### config.mk
export PLATFORM = sky130hd
export DESIGN_NAME = mem_clk_gate
export DESIGN_NICKNAME = d
export VERILOG_FILES = /design/src/rtl/mcg_pkg.sv /design/src/rtl/mcg_sync.sv /design/src/rtl/mcg_access_decode.sv /design/src/rtl/mcg_sr_sequencer.sv /design/src/rtl/mem_clk_gate.sv
export SDC_FILE = /design/constraint.sdc
export NUM_CORES = 1
export LEC_CHECK = 0
export ABC_AREA = 1
export BUFFER_PORTS_ARGS = -buffer_cell sky130_fd_sc_hd__buf_2
export CAP_MARGIN = 20
export CORE_UTILIZATION = 30
export DETAILED_ROUTE_END_ITERATION = 10
export PLACE_DENSITY_LB_ADDON = 0.12
export SLEW_MARGIN = 20
export SYNTH_ARGS = -nofsm -noshare
export SYNTH_HDL_FRONTEND = slang
export SYNTH_SLANG_ARGS = --single-unit
### constraint.sdc
create_clock -name clk -period 1.6 [get_ports clk]
set_clock_uncertainty 0.1 [all_clocks]
set_input_delay 0.08 -clock clk [delete_from_list [all_inputs] [get_ports clk]]
set_output_delay 0.08 -clock clk [all_outputs]
set_load 0.005 [all_outputs]
### src/rtl/mcg_pkg.sv
package mcg_pkg;

  typedef enum logic [1:0] {
    ST_RUN   = 2'd0,
    ST_ENTER = 2'd1,
    ST_SLEEP = 2'd2,
    ST_EXIT  = 2'd3
  } gate_state_t;

  typedef struct packed {
    logic cpu;
    logic dma;
    logic disp;
  } grant_t;

  localparam int NUM_REQ = $bits(grant_t);

endpackage

### src/rtl/mcg_sync.sv
module mcg_sync #(
  parameter int W      = 5,
  parameter int STAGES = 1
) (
  input  logic         clk,
  input  logic         rst,
  input  logic [W-1:0] d,
  output logic [W-1:0] q
);
  localparam int LAST = STAGES - 1;

  logic [W-1:0] pipe [STAGES];

  always_ff @(posedge clk) begin
    if (rst) pipe[0] <= '0;
    else     pipe[0] <= d;
  end

  genvar g;
  generate
    for (g = 1; g < STAGES; g++) begin : g_stage
      always_ff @(posedge clk) begin
        if (rst) pipe[g] <= '0;
        else     pipe[g] <= pipe[g-1];
      end
    end
  endgenerate

  assign q = pipe[LAST];
endmodule

### src/rtl/mcg_access_decode.sv
module mcg_access_decode
  import mcg_pkg::*;
(
  input  logic   halt,
  input  logic   cpu_en,
  input  logic   cpu_halt_en,
  input  logic   disp_en,
  output grant_t want
);
  always_comb begin
    want.cpu  = ~halt & cpu_en;
    want.dma  = halt ? cpu_halt_en : cpu_en;
    want.disp = disp_en;
  end
endmodule

### src/rtl/mcg_sr_sequencer.sv
module mcg_sr_sequencer
  import mcg_pkg::*;
(
  input  logic   clk,
  input  logic   rst,
  input  grant_t want,
  input  logic   ack,
  output grant_t grant,
  output logic   clk_en,
  output logic   enter_req,
  output logic   exit_req
);
  gate_state_t state, state_nx;
  logic        any_want;

  assign any_want = (want != '0);

  always_comb begin
    state_nx = state;
    unique case (state)
      ST_RUN:   if (!any_want) state_nx = ST_ENTER;
      ST_ENTER: if (ack)       state_nx = ST_SLEEP;
      ST_SLEEP: if (any_want)  state_nx = ST_EXIT;
      ST_EXIT:  if (!ack)      state_nx = ST_RUN;
      default:                 state_nx = ST_RUN;
    endcase
  end

  always_ff @(posedge clk) begin
    if (rst) begin
      state     <= ST_RUN;
      grant     <= '0;
      clk_en    <= 1'b1;
      enter_req <= 1'b0;
      exit_req  <= 1'b0;
    end else begin
      state     <= state_nx;
      grant     <= (state_nx == ST_RUN) ? want : '0;
      clk_en    <= (state_nx != ST_SLEEP);
      enter_req <= (state_nx == ST_ENTER);
      exit_req  <= (state_nx == ST_EXIT);
    end
  end

  // grants only while the clock runs and no handshake is pending
  p_grant_quiet_r6: assert property (@(posedge clk) disable iff (rst)
    (grant != '0) |-> (clk_en && !enter_req && !exit_req));

  // the clock may only fall after self-refresh entry was acknowledged
  p_stop_after_ack_r5: assert property (@(posedge clk) disable iff (rst)
    $fell(clk_en) |-> ($past(ack) && $past(enter_req)));

  // the clock restarts only together with an exit request
  p_wake_via_exit_r7: assert property (@(posedge clk) disable iff (rst)
    $rose(clk_en) |-> exit_req);

  // entry and exit requests are mutually exclusive
  p_req_exclusive_r10: assert property (@(posedge clk) disable iff (rst)
    $onehot0({enter_req, exit_req}));
endmodule

### src/rtl/mem_clk_gate.sv
module mem_clk_gate
  import mcg_pkg::*;
#(
  parameter int SYNC_STAGES = 1
) (
  input  logic clk,
  input  logic rst,
  input  logic halt_mode,
  input  logic cpu_en,
  input  logic cpu_halt_en,
  input  logic disp_en,
  input  logic sr_ack,
  output logic cpu_grant,
  output logic dma_grant,
  output logic disp_grant,
  output logic mem_clk_en,
  output logic sr_enter_req,
  output logic sr_exit_req
);
  localparam int IN_W = 5;

  logic [IN_W-1:0] raw_in, smp_in;
  logic            s_halt, s_cpu, s_cpuh, s_disp, s_ack;
  grant_t          want, grant;

  assign raw_in = {halt_mode, cpu_en, cpu_halt_en, disp_en, sr_ack};
  assign {s_halt, s_cpu, s_cpuh, s_disp, s_ack} = smp_in;

  mcg_sync #(.W(IN_W), .STAGES(SYNC_STAGES)) u_sync (
    .clk (clk),
    .rst (rst),
    .d   (raw_in),
    .q   (smp_in)
  );

  mcg_access_decode u_decode (
    .halt        (s_halt),
    .cpu_en      (s_cpu),
    .cpu_halt_en (s_cpuh),
    .disp_en     (s_disp),
    .want        (want)
  );

  mcg_sr_sequencer u_seq (
    .clk       (clk),
    .rst       (rst),
    .want      (want),
    .ack       (s_ack),
    .grant     (grant),
    .clk_en    (mem_clk_en),
    .enter_req (sr_enter_req),
    .exit_req  (sr_exit_req)
  );

  assign cpu_grant  = grant.cpu;
  assign dma_grant  = grant.dma;
  assign disp_grant = grant.disp;

  // a sampled halt mode never yields a processor grant on the next edge
  p_halt_blocks_cpu_r3: assert property (@(posedge clk) disable iff (rst)
    s_halt |=> !cpu_grant);
endmodule

==> key figures <==
Run status
  • Status: finished with violations
  • Failing checks: hold timing

STA
  • Final setup violation count: 0
  • RSZ-0062 raised after global routing: no
  • Final period utilization: 80.1%
  • Slew @ Worst Pin: 0.191 ns
  • Slew Limit Fails: 0
  • Fin crit period: 1.28 ns
  • TNS Setup: 0 ns
  • Slew HR: 87.2%
  • Count of final hold-check violations: 1
  • WHS: -0.000160 ns
  • Fmax achieved: 781 MHz

Global routing
  • Initial antenna violation count: 0
  • Vias in the first global route: 355
  • Largest net degree at the start of global routing: 11
  • Grt total ovfl: 0
  • GRT Total Usage: 13.6%
  • First-pass GRT wire length: 1360 um

Floorplanning
  • Starting Density: 33.1%
  • # IOs: 13
  • Core ar.: 0.00133 mm^2
  • Die area: 0.00163 mm^2
  • # rows: 13
  • Die Ht: 40.4 um
  • DIE WIDTH: 40.4 um

Synthesis
  • Synthesized instance count: 49
  • Synth warn: 0
  • Synth Cell Area: 442 um^2
  • Yosys reg bits: 13
  • Synth area leaders: dfxtp_1 59%, nor2_1 9.3%, inv_1 8.5%, nand3_2 6.8%, nand2_2 5.7%
  • Avg Cell Area, Syn: 9.01 um^2
  • Syn Nets: 56
  • Yosys top cell area share: 58.9%
  • Cell variety after synth: 13
  • Seq/Total Area, Yosys: 58.9%
  • Area leader, netlist: dfxtp_1

Setup path
  • Slowest stage delay, CP: 0.55 ns
  • Critical path peak fanout: 1
  • Required @ worst endpoint: 1.67 ns
  • CP top delay family: buffers and inverters
  • Buffer and inverter count on the worst path: 4
  • WP data arrival: 1.35 ns
  • Cells along the critical path: dlygate4sd3_1, buf_2, inv_1, nor2_1, dlygate4sd3_1
  • Worst setup SP type: primary input
  • FF-to-FF path depth: 5
  • CP max-delay cell: dlygate4sd3_1
  • CP Capture Type: register
  • Critical path class: in -> reg
  • Top cell by count, worst path: dlygate4sd3_1
  • Critical path depth in cells: 5

Clock tree
  • CTS sink count: 13
  • Worst-skew pair later-pin latency: 0.27 ns
  • # hold bufs at CTS: 8
  • PostCTS Resize Cnt: 0
  • CTS Root Cell: clkbuf_4
  • CTS H-tree depth: 1
  • Postcts setup bufs: 0
  • Clk buf depth: 2
  • Reg clk slew, reported paths: 0.08 ns
  • CTS Buf Count: 3
  • CTS tree: built

Detailed routing
  • Iteration count of the initial detailed-routing pass: 2
  • Wirelength per Cell: 8.25 um
  • Drt total wl: 718 um
  • Vias: 348
  • DR iter-0 viols: 4
  • Routed Antenna Nets: 0
  • Vias per inst: 4.00
  • DRC Markers: 0

Cells and area
  • Ant. Diodes: 0
  • Syn-to-layout area delta: 41.1%
  • Share of layout cells above drive strength 1: 34.7%
  • Nets: 80
  • Fin util: 46.7%
  • Design Area, Final: 623 um^2

Job
  • Max-Cap Viols: 0

Pwr
  • Overall power: 623 uW
  • LEAKAGE: 0.321 nW
  • Power per Cell Area: 1000 mW/mm^2
  • Max VDD drop: 0.482 mV

Placed design
  • Placement Cell Area: 517 um^2
  • GP Congestion: 0.724
  • Port Buffer Count: 12

Hold path
  • Hold Path Stages: 2
  • Worst hold-check path type: in -> reg
==> cells in the final DEF, fill, tap and decap left out, types with 3 or more instances in the layout <==
| cell type | synthesis | final |
|---|---|---|
| buf_2 | 0 | 12 |
| clkbuf_4 | 0 | 3 |
| nor2_1 | 11 | 11 |
| nand2_2 | 4 | 4 |
| dlygate4sd3_1 | 0 | 8 |
| inv_1 | 10 | 10 |
| dfxtp_1 | 13 | 13 |
| nand3_2 | 3 | 3 |
==> report_power, final <==
group | switching, mW | total, mW | internal [mW] | leakage (nW)
Combinational | 0.0371 | 0.0757 | 0.0386 | 0.199
Sequential | 0.00730 | 0.348 | 0.341 | 0.107
Clock | 0.103 | 0.199 | 0.0967 | 0.0150
==> path summary, 6_finish.rpt <==
check | start | slack [ns] | endpoint
worst max-delay path | disp_en | 0.32 | u_sync.pipe[0][1]
worst min register to register | u_sync.pipe[0][1] | 0.38 | u_seq.grant[0]
worst max register to register | u_seq.state[1] | 0.49 | u_seq.clk_en
worst min-delay path | rst | -0.0002 | u_seq.enter_req
==> layout make-up <==
type | count | area (um^2)
Sequential cell | 13 | 260
Inverter | 10 | 37.5
Tap cell | 15 | 18.8
Multi-Input combinational cell | 25 | 140
Clock buffer | 4 | 26.3
Timing Repair Buffer | 20 | 140
Fill cell | 134 | 711
==> kinds of logic (layout without fill, tap and decap cells) <==
logic type / Yosys count / after routing / share of synthesized area (%)
AND/OR/NAND/NOR: 23 / 23 / 29.5
flip-flops: 13 / 13 / 58.9
buffers and inverters: 11 / 34 / 9.35
AO/OA/AOI/OAI: 2 / 2 / 2.26
==> routing by layer <==
metal	vias up	part of all wire [%]	global-route usage, %
li1	189	-	-
met1	143	46	13.0
met2	14	43	22.2
met3	2	8.2	8.33
met4	0	2.1	7.50
met5	-	0	0
==> worst reg2reg max path, stage by stage, from the launching register on <==
cell	delay [ns]
dfxtp_1	0.38
inv_1	0.08
o21ai_1	0.19
inv_1	0.07
nor2_2	0.11
nand3_1	0.08
==> cells in the mapped netlist <==
cell type,count
a21oi_1,1
and2_2,1
clkbuf_1,1
dfxtp_1,13
inv_1,10
nand2_1,1
nand2_2,4
nand2_4,1
nand3_1,1
nand3_2,3
nor2_1,11
nor2_2,1
o21ai_1,1
==> sequential cells by signal, indices dropped and copies added, names as in the netlist <==
name and flops:
u_sync.pipe 5, u_seq.exit_req 1, u_seq.clk_en 1, u_seq.state 2, u_seq.enter_req 1, u_seq.grant 3
==> through the flow <==
step,hold slack (ns),cells,setup WS [ns]
after floorplan,0.0870,49,0.615
after global placement,0.178,75,0.492
after detailed placement,0.186,75,0.517
after CTS,0.00129,87,0.335
after global routing,0.0312,87,0.273
final,-0.000160,87,0.319
Note: power is estimated with default switching activity, not from simulation.
